$ cat config.mk
export PLATFORM = sky130hd
export DESIGN_NAME = cle_elem
export DESIGN_NICKNAME = d
export VERILOG_FILES = /design/src/rtl/cle_pkg.sv /design/src/rtl/cle_cfg_store.sv /design/src/rtl/cle_carry_unit.sv /design/src/rtl/cle_lut_read.sv /design/src/rtl/cle_out_stage.sv /design/src/rtl/cle_elem.sv
export SDC_FILE = /design/constraint.sdc
export NUM_CORES = 1
export LEC_CHECK = 0
export BUFFER_PORTS_ARGS = -buffer_cell sky130_fd_sc_hd__buf_2
export CORE_MARGIN = 2
export CORE_UTILIZATION = 25
export DETAILED_ROUTE_END_ITERATION = 8
export SLEW_MARGIN = 20
export SYNTH_ARGS = -nofsm -noshare
export SYNTH_HDL_FRONTEND = slang
export SYNTH_SLANG_ARGS = --single-unit
$ cat constraint.sdc
create_clock -name clk -period 2.51 [get_ports clk]
set_clock_uncertainty 0.15 [all_clocks]
set_input_delay 0.1255 -clock clk [delete_from_list [all_inputs] [get_ports clk]]
set_output_delay 0.1255 -clock clk [all_outputs]
set_load 0.005 [all_outputs]
$ cat src/rtl/cle_pkg.sv
package cle_pkg;

   typedef enum logic {
      OUT_COMB = 1'b0,
      OUT_REG  = 1'b1
   } out_sel_e;

   // majority of three, used for the carry chain
   function automatic logic maj3(input logic a, input logic b, input logic c);
      return (a & b) | (a & c) | (b & c);
   endfunction

endpackage

$ cat src/rtl/cle_cfg_store.sv
module cle_cfg_store
   import cle_pkg::*;
#(
   parameter int K         = 4,
   parameter bit HAS_FF    = 1'b1,
   parameter bit HAS_CARRY = 1'b1
) (
   input  logic               clk,
   input  logic               rst_n,
   input  logic               cfg_we,
   input  logic [K:0]         cfg_addr,
   input  logic               cfg_wdata,
   output logic [(1<<K)-1:0]  table_q,
   output out_sel_e           out_sel,
   output logic               carry_mode
);
   localparam int CELLS = 1 << K;

   logic upper;
   logic sel_hit;
   logic cm_hit;

   assign upper   = cfg_addr[K];
   assign sel_hit = cfg_we && upper && (cfg_addr[K-1:0] == K'(0));
   assign cm_hit  = cfg_we && upper && (cfg_addr[K-1:0] == K'(1));

   generate
      for (genvar c = 0; c < CELLS; c++) begin : g_cell
         always_ff @(posedge clk or negedge rst_n) begin
            if (!rst_n)
               table_q[c] <= 1'b0;
            else if (cfg_we && !upper && (cfg_addr[K-1:0] == K'(c)))
               table_q[c] <= cfg_wdata;
         end
      end

      if (HAS_FF) begin : g_sel_reg
         always_ff @(posedge clk or negedge rst_n) begin
            if (!rst_n)
               out_sel <= OUT_COMB;
            else if (sel_hit)
               out_sel <= cfg_wdata ? OUT_REG : OUT_COMB;
         end
      end else begin : g_sel_fixed
         assign out_sel = OUT_COMB;
      end

      if (HAS_CARRY) begin : g_cm_reg
         always_ff @(posedge clk or negedge rst_n) begin
            if (!rst_n)
               carry_mode <= 1'b0;
            else if (cm_hit)
               carry_mode <= cfg_wdata;
         end
      end else begin : g_cm_fixed
         assign carry_mode = 1'b0;
      end
   endgenerate

endmodule

$ cat src/rtl/cle_carry_unit.sv
module cle_carry_unit
   import cle_pkg::*;
#(
   parameter int K         = 4,
   parameter bit HAS_CARRY = 1'b1
) (
   input  logic [K-1:0] lut_in,
   input  logic         carry_in,
   input  logic         carry_mode,
   output logic [K-1:0] lut_addr,
   output logic         carry_out
);
   generate
      if (HAS_CARRY) begin : g_carry
         always_comb begin
            lut_addr = lut_in;
            if (carry_mode)
               lut_addr[2] = carry_in;
         end
         assign carry_out = carry_mode ? maj3(lut_in[0], lut_in[1], carry_in) : carry_in;
      end else begin : g_pass
         assign lut_addr  = lut_in;
         assign carry_out = carry_in;
      end
   endgenerate

endmodule

$ cat src/rtl/cle_lut_read.sv
module cle_lut_read #(
   parameter int K = 4
) (
   input  logic [(1<<K)-1:0] table_q,
   input  logic [K-1:0]      lut_addr,
   output logic              lut_val
);
   localparam int CELLS = 1 << K;

   // binary mux tree, one level per address bit
   logic [2*CELLS-2:0] node;

   generate
      for (genvar c = 0; c < CELLS; c++) begin : g_leaf
         assign node[CELLS-1+c] = table_q[c];
      end
      for (genvar lvl = 0; lvl < K; lvl++) begin : g_lvl
         localparam int BASE = (1 << lvl) - 1;
         localparam int SELB = K - 1 - lvl;
         for (genvar n = 0; n < (1 << lvl); n++) begin : g_node
            assign node[BASE+n] = lut_addr[SELB] ? node[2*(BASE+n)+2] : node[2*(BASE+n)+1];
         end
      end
   endgenerate

   assign lut_val = node[0];

endmodule

$ cat src/rtl/cle_out_stage.sv
module cle_out_stage
   import cle_pkg::*;
#(
   parameter bit HAS_FF = 1'b1
) (
   input  logic     clk,
   input  logic     rst_n,
   input  logic     lut_val,
   input  out_sel_e out_sel,
   output logic     elem_out
);
   generate
      if (HAS_FF) begin : g_ff
         logic ff_q;
         always_ff @(posedge clk or negedge rst_n) begin
            if (!rst_n)
               ff_q <= 1'b0;
            else
               ff_q <= lut_val;
         end
         assign elem_out = (out_sel == OUT_REG) ? ff_q : lut_val;
      end else begin : g_comb
         assign elem_out = lut_val;
      end
   endgenerate

endmodule

$ cat src/rtl/cle_elem.sv
module cle_elem
   import cle_pkg::*;
#(
   parameter int K         = 4,
   parameter bit HAS_FF    = 1'b1,
   parameter bit HAS_CARRY = 1'b1
) (
   input  logic         clk,
   input  logic         rst_n,
   input  logic         cfg_we,
   input  logic [K:0]   cfg_addr,
   input  logic         cfg_wdata,
   input  logic [K-1:0] lut_in,
   input  logic         carry_in,
   output logic         elem_out,
   output logic         carry_out
);
   localparam int CELLS = 1 << K;

   generate
      if (K < 3 || K > 8) begin : g_bad_k
         $error("cle_elem: K must lie in 3..8");
      end
   endgenerate

   logic [CELLS-1:0] table_q;
   out_sel_e         out_sel;
   logic             carry_mode;
   logic [K-1:0]     lut_addr;
   logic             lut_val;

   cle_cfg_store #(.K(K), .HAS_FF(HAS_FF), .HAS_CARRY(HAS_CARRY)) i_store (
      .clk       (clk),
      .rst_n     (rst_n),
      .cfg_we    (cfg_we),
      .cfg_addr  (cfg_addr),
      .cfg_wdata (cfg_wdata),
      .table_q   (table_q),
      .out_sel   (out_sel),
      .carry_mode(carry_mode)
   );

   cle_carry_unit #(.K(K), .HAS_CARRY(HAS_CARRY)) i_carry (
      .lut_in    (lut_in),
      .carry_in  (carry_in),
      .carry_mode(carry_mode),
      .lut_addr  (lut_addr),
      .carry_out (carry_out)
   );

   cle_lut_read #(.K(K)) i_read (
      .table_q (table_q),
      .lut_addr(lut_addr),
      .lut_val (lut_val)
   );

   cle_out_stage #(.HAS_FF(HAS_FF)) i_out (
      .clk     (clk),
      .rst_n   (rst_n),
      .lut_val (lut_val),
      .out_sel (out_sel),
      .elem_out(elem_out)
   );

endmodule

* Word level (Yosys, flattened, before mapping)
Cells that the tools add are included.
W data, S select, Z words.
** Word-level totals
- Logic and storage cells :: 80
- Output and inout bits :: 2
- Register bits :: 19
- Bits of input ports :: 14
** Cells by class
- Bitwise operators :: 5
- Reduce and logical (&&, ||, !) cells :: 22
- Mux-type cells :: 19
- Equality and inequality tests :: 15
** Operators by type and width (count)
- $eq A4 B4 Y1 const B :: 8
- $logic_and A1 B1 Y1 :: 20
- $mux W1 :: 19
- $eq A4 B3 Y1 const B :: 4
- $eq A4 B2 Y1 const B :: 2
- $eq A4 B1 Y1 const B :: 1
- $logic_not A4 Y1 :: 1
- $and A1 B1 Y1 :: 3
- $or A1 B1 Y1 :: 2
- $logic_not A1 Y1 :: 1

* Logic depth before layout (Yosys ltp)
Gate-level depths: netlist of run 1.
- Depth in word-level cells :: 5
- Mapped depth :: 5
- Depth with buffers taken out :: 4

* Hierarchy
Synthesis of run 1 repeated with hierarchy kept, for this count alone.
** Unflattened totals
- Cells, all modules :: 81
- Area total of the unflattened synthesis :: 1101.1 sq um
** Modules (own cells, without submodules)
- cle_cfg_store :: sequential area each 450.4 sq um, times used 1, area an instance 869.6 sq um, cells each 65
- cle_lut_read :: sequential area each 0.0 sq um, times used 1, area an instance 135.1 sq um, cells each 7
- cle_carry_unit :: sequential area each 0.0 sq um, times used 1, area an instance 56.3 sq um, cells each 7
- cle_out_stage :: sequential area each 25.0 sq um, times used 1, area an instance 40.0 sq um, cells each 2

* Worst setup path before layout of run 1
OpenSTA, ideal clock, no wires.
- Kind :: register -> output
- Start point :: register i_store.table_q[13]
- End point :: output port elem_out
- Cell stages (with the launch flop) :: 5
- Data arrival time :: 1.310 ns
- Path buffers :: 0
- Setup slack :: 0.925 ns
- Data required time :: 2.234 ns
- Path through :: dfrtp_1 > mux4_1 > mux2i_1 > mux2i_1 > mux2_2
** On the way
- Word-level cells in the longest chain between the ends :: 5
** Ends and longest elaborated chain
- start, declared :: RTL line cle_cfg_store.sv:13 : output logic [(1<<K)-1:0] table_q,
- start signal, assigned by index :: RTL line cle_cfg_store.sv:33 : table_q[c] <= cfg_wdata;
- $mux W1 (4 in a row) :: RTL line cle_lut_read.sv:21 : assign node[BASE+n] = lut_addr[SELB] ? node[2*(BASE+n)+2] : node[2*(BASE+n)+1];
- net i_out.lut_val :: RTL line cle_out_stage.sv:8 : input logic lut_val,
- $mux W1 :: RTL line cle_out_stage.sv:21 : assign elem_out = (out_sel == OUT_REG) ? ff_q : lut_val;
- end, declared :: RTL line cle_elem.sv:15 : output logic elem_out,
The timed path passes the listed nets, and every way through them passes these cells.

* Final worst setup path of run 1
Same ends and word-level chain as after synthesis.

==> reports/summary.txt, run 1 <==
Status = finished clean
CP Max Fanout = 2
Slew @ Worst Pin = 0.573 ns
R2R Path Start = i_store.table_q[13]$_DFFE_PN0P_
P per Cell Area = 636 nW/um2
Hold crit path type = in2reg
Setup slack, reg-to-reg = 1.10 ns
DRC Markers = 0
Die height = 68.2 um
Ys flop type = dfrtp_1
Largest area contributor in the netlist = dfrtp_1
Post-synth EDFFs = 0
Max clock buf depth = 2
Largest net degree at the start of global routing = 20
Aggregate global routing overflow = 0
Final Max Slew Viols = 0
Clk pin slew, worst setup/hold paths = 0.07 ns
Final wirelength = 2140 um
HPWL after DPL = 1590 um
Total track usage = 10.5%
Critical path, cell by cell = mux4_1, mux2i_1, mux2i_1, mux2_2, buf_2
DR pass1 iterations = 4
Multi-input gate area = 532 um2
Total Nets Final = 115
Cell-internal power = 578 uW
Worst reg2reg path endpoint = i_out.g_ff.ff_q$_DFF_PN0_
Worst EP required = 2.23 ns
Via Count = 708
Switching power = 191 uW
Async S/R FF share, synth = 100%
First-pass GRT wire length = 3590 um
Root Driver = clkbuf_8
TritonCTS clock tree = done
Slowest stage cell, crit path = mux4_1
Starting Density = 25.9%
Chip width = 68.2 um
Maximum VDD drop = 157 uV
Net Sw Frac = 24.9%
Routability cong. = 0.839
Distinct cells, synth = 17
Detail Route Antenna Nets = 0
CP Launch Type = flop
Reg area = 475 um2
ANT cells = 0
Hold endpoint = i_store.out_sel$_DFFE_PN0P_
Mapped Avg Cell Area = 12.4 um2
Worst path max stage delay = 0.49 ns
Share of cells above drive strength 1 = 38.0%
FF+latch count, synth = 19
Max Fclk = 486 MHz
Crit Path Class = reg2out
Final hold viol count = 0
Die area = 4650 um2
Fill cells = 406
Row cnt = 23
Routed wire per std cell = 14.3 um
Number of global-route vias before repair = 774
Hold depth = 3
Yosys warnings = 0
Initial antenna violation count = 0
TritonCTS buffer count = 3
Crit path time final = 2.06 ns
Ports = 16
Sink Count = 19
Reg2Reg Depth = 3
Drt via density = 4.72
Count leader, synth = mux2_2
Finished Layout Cells = 150
DR iter-0 viols = 67
Ranking of synthesized cells by area = dfrtp_1 46%, mux2_2 22%, mux4_1 10%
Sequential power share = 51.9%
Leakage = 0.000530 uW
Fin crit share = 82.0%
Final total power = 770 uW
Hold_sp = cfg_we
Area delta synth->final = 17.5%
Max_cap viols = 0
Clock share of power = 27.5%
Clk_lat worst skew = 0.25 ns
Arrival time at the worst endpoint = 1.78 ns
Post-CTS Resized = 0
List of most frequent post-synthesis cells = 20 x mux2_2, 19 x dfrtp_1, 9 x nand2_1, 6 x nor2b_1
Synth top area share = 46.2%
Inst Count DP = 144
Slew margin rel. = 61.7%
Combinational fraction of design power = 20.6%
RSZ-0062 raised after global routing = no
Core Area = 3970 um2
Critical Path End Type = output pin
Cell mode on critical path = mux2i_1
PortBufs = 15
Final setup vio count = 0
Mapped Nets = 97
Min Hold Slack = 0.0836 ns
Final TNS setup = 0 ns
Cell area after synthesis = 1030 um2
Seq/Total Area, Yosys = 46.2%
CTS H-Tree Depth = 1
Cells after synthesis = 83
worst max path at each step:
stage / from / end
2_1_floorplan: i_store.table_q[13]$_DFFE_PN0P_ / elem_out
3_3_place_gp: i_store.table_q[13]$_DFFE_PN0P_ / elem_out
3_5_place_dp: lut_in[0] / elem_out
4_1_cts: i_store.table_q[13]$_DFFE_PN0P_ / elem_out
5_1_grt: i_store.table_q[13]$_DFFE_PN0P_ / elem_out
6_report: i_store.table_q[13]$_DFFE_PN0P_ / elem_out
logic make-up (layout without fill, tap and decap cells):
logic type / after synthesis / after routing / share of synthesized area [%]
multiplexers: 27 / 27 / 35.0
AO/OA/AOI/OAI: 2 / 2 / 0.972
flip-flops: 19 / 19 / 46.2
buffers and inverters: 4 / 21 / 2.19
AND/OR/NAND/NOR: 31 / 31 / 15.7
worst max-delay path, delay by kind of cell (launching register included):
kind	cells	cell delay, ns
muxes	4	1.02
buffers and inverters	1	0.12
DFF	1	0.38
layout by cell type (no fill, tap or decap), drive strengths merged, types with 2 or more instances in the layout:
cell type    netlist  layout
dfrtp             19      19
nor3               2       2
nor2b              6       6
nand3              4       4
clkbuf             3       4
a21oi              2       2
nor3b              2       2
nor2               3       3
mux2i              3       3
dlygate4sd3        0       2
mux4               4       4
nand2b             2       2
nand2              9       9
buf                1      15
mux2              20      20
power groups by stage:
stage | clock (uW) | sequential [uW] | combinational, uW
2_1_floorplan | 0 | 391 | 117
3_3_place_gp | 0 | 404 | 153
3_5_place_dp | 0 | 407 | 159
4_1_cts | 220 | 400 | 162
5_1_grt | 234 | 406 | 179
6_report | 211 | 400 | 158
through the flow:
stage	setup WS [ns]	cell area [um2]	util, %
6_report	0.452	1210	30.5
5_1_grt	0.312	1210	30.5
2_1_floorplan	0.925	1030	-
3_5_place_dp	0.707	1140	28.8
3_3_place_gp	0.732	1140	28.8
4_1_cts	0.421	1210	30.5
timing repair:
item,CTS,global route
hold buffers,2,0
endpoints found under the hold margin,20,0
setup endpoints to repair,0,0
setup buffers,0,0
registers in the layout, indices dropped and copies added (netlist names):
name / flops
i_store.out_sel: 1
i_store.table_q: 16
i_store.carry_mode: 1
i_out.g_ff.ff_q: 1
per-layer routing:
metal  share of wire, %  wire length (um)  track usage [%]  up-vias
met5                  0                 0                0        -
met2                 48              1030             17.8       21
met4                1.8                38             5.25        0
met1                 44               939             12.6      345
li1                   -                 -                -      338
met3                5.9               127             1.81        4
layout make-up:
type                       instances  share of cell area, %
sequential                        19                   39.3
clock buffer                       4                   3.72
tap                               50                   5.17
multi-input combinational         60                   44.0
timing repair buffer              17                   7.86
Power figures use the tool's default switching activity.
==> run 2, diff against run 1 <==
==> constraint.sdc (replaced) <==
create_clock -name clk -period 1.95 [get_ports clk]
set_clock_uncertainty 0.15 [all_clocks]
set_input_delay 0.0975 -clock clk [delete_from_list [all_inputs] [get_ports clk]]
set_output_delay 0.0975 -clock clk [all_outputs]
set_load 0.005 [all_outputs]
==> run 2 against run 1 <==
Effect of this change:
- the flow now finishes with violations (negative setup slack)
- largest power group unchanged
- cell count is 0.67% higher
- design area is 0.21% higher
- die area stayed put
- non-clock buffer count is 1 higher
- critical path depth stayed put
- first-iteration DRC count is 15% lower
- combinational power is 41% higher
==> reports/summary.txt, run 2 (synthesis gave the netlist of run 1 again) <==
Largest net degree at the start of global routing = 20
Worst EP required = 1.70 ns
Cell mode on critical path = mux2i_1
Area delta synth->final = 17.7%
DR pass1 iterations = 4
Drt via density = 4.79
Final hold viol count = 0
DRC Markers = 0
DP Worst Slack = 0.176 ns
Aggregate global routing overflow = 0
Sink Count = 19
TritonCTS clock tree = done
Met3 wire length = 153 um
CP Launch Type = flop
CTS H-Tree Depth = 1
Ports = 16
Fin util = 30.5%
Row cnt = 23
Die height = 68.2 um
Clk pin slew, worst setup/hold paths = 0.07 ns
Max Fclk = 501 MHz
Status = finished with violations
Crit path time final = 1.99 ns
Post-CTS Setup Inserts = 0
Initial antenna violation count = 0
Min Hold Slack = 0.0695 ns
Number of global-route vias before repair = 748
P per Cell Area = 836 nW/um2
Critical path, cell by cell = mux4_2, mux2i_1, mux2i_1, mux2_4, buf_6
Hold crit path type = in2reg
DR iter-0 viols = 57
Final Max Slew Viols = 0
RSZ-0062 raised after global routing = yes
Leakage = 0.000517 uW
Final wirelength = 2080 um
Top Metal Used = met4
CP top delay family = multiplexers
Chip width = 68.2 um
ANT cells = 0
Share of cells above drive strength 1 = 42.6%
Worst Path Buf+Inv = 1
Final TNS setup = -0.0442 ns
Slew @ Worst Pin = 0.437 ns
Slowest stage cell, crit path = mux4_2
Post-route worst setup slack = -0.0442 ns
Failing checks = negative setup slack
Die area = 4650 um2
CP Max Fanout = 2
Reg with most FFs = i_store.table_q
Largest register FFs = 16
Worst path max stage delay = 0.46 ns
Routed wl met2 = 952 um
Detail Route Antenna Nets = 0
PortBufs = 15
Core Area = 3970 um2
Fin crit share = 102%
Crit Path Class = reg2out
Arrival time at the worst endpoint = 1.75 ns
Clk_lat worst skew = 0.26 ns
Max clock buf depth = 2
Starting Density = 25.9%
Critical Path End Type = output pin
HPWL after DPL = 1520 um
M1 wire length = 930 um
Via Count = 723
TritonCTS buffer count = 3
First-pass GRT wire length = 3570 um
Final setup vio count = 1
Root Driver = clkbuf_8
Max_cap viols = 0
Slew margin rel. = 70.7%
Commonest cells after routing, fill and taps aside = 19 x mux2_2, 19 x dfrtp_1, 14 x buf_2
Maximum VDD drop = 212 uV
Routed wire per std cell = 13.8 um
Total Nets Final = 116
Routability cong. = 0.745
Total track usage = 10.9%
==> run 2: worst paths after layout <==
check	from	slack (ns)	depth (start not counted)	end
worst max-delay path	i_store.table_q[15]$_DFFE_PN0P_	-0.04	5	elem_out
min in group asynchronous	rst_n	0.16	2	i_store.table_q[10]$_DFFE_PN0P_
max in group asynchronous	rst_n	1.19	2	i_store.table_q[6]$_DFFE_PN0P_
worst min-delay path	cfg_we	0.07	3	i_store.out_sel$_DFFE_PN0P_
worst max register to register	i_store.table_q[15]$_DFFE_PN0P_	0.58	3	i_out.g_ff.ff_q$_DFF_PN0_
worst min register to register	i_store.table_q[2]$_DFFE_PN0P_	0.36	1	i_store.table_q[2]$_DFFE_PN0P_
==> run 2: metal layers <==
metal  vias to the layer above  global-route usage, %
li1                        335                      -
met1                       356                   13.4
met2                        27                   17.5
met3                         5                   2.96
met4                         0                   5.25
met5                         -                      0
==> run 2: cell type report <==
cell class,count,area (um2)
Clock buffer,4,45.0
Multi-Input combinational cell,60,520
Tap cell,50,62.6
Sequential cell,19,475
Timing Repair Buffer,18,109
Fill cell,424,2760
==> run 2: per-stage QoR <==
stage          cells  area [um2]  power, uW
5_1_grt          151        1210       1080
6_report         151        1210       1010
2_1_floorplan     83        1030        654
4_1_cts          151        1210       1010
3_3_place_gp     145        1150        717
3_5_place_dp     145        1150        725
==> run 2: where the power goes <==
part           internal (uW)  total [uW]  leakage, uW  switching (uW)
Clock                    145         275    0.0000228             129
Combinational            142         223     0.000252            80.9
Sequential               473         516     0.000243            43.0
Total                    760        1010     0.000517             253
==> run 2: worst reg2reg max path: cells and delay by family, from the launching register on <==
family	cells	cell delay, ns
muxes	3	0.71
DFF	1	0.38
==> run 2: timing repair <==
action / 4_1_cts / 5_1_grt
hold buffers: 2 / 0
resized for setup: 3 / 3
setup endpoints to repair: 1 / 1
hold endpoints to repair: 20 / 0
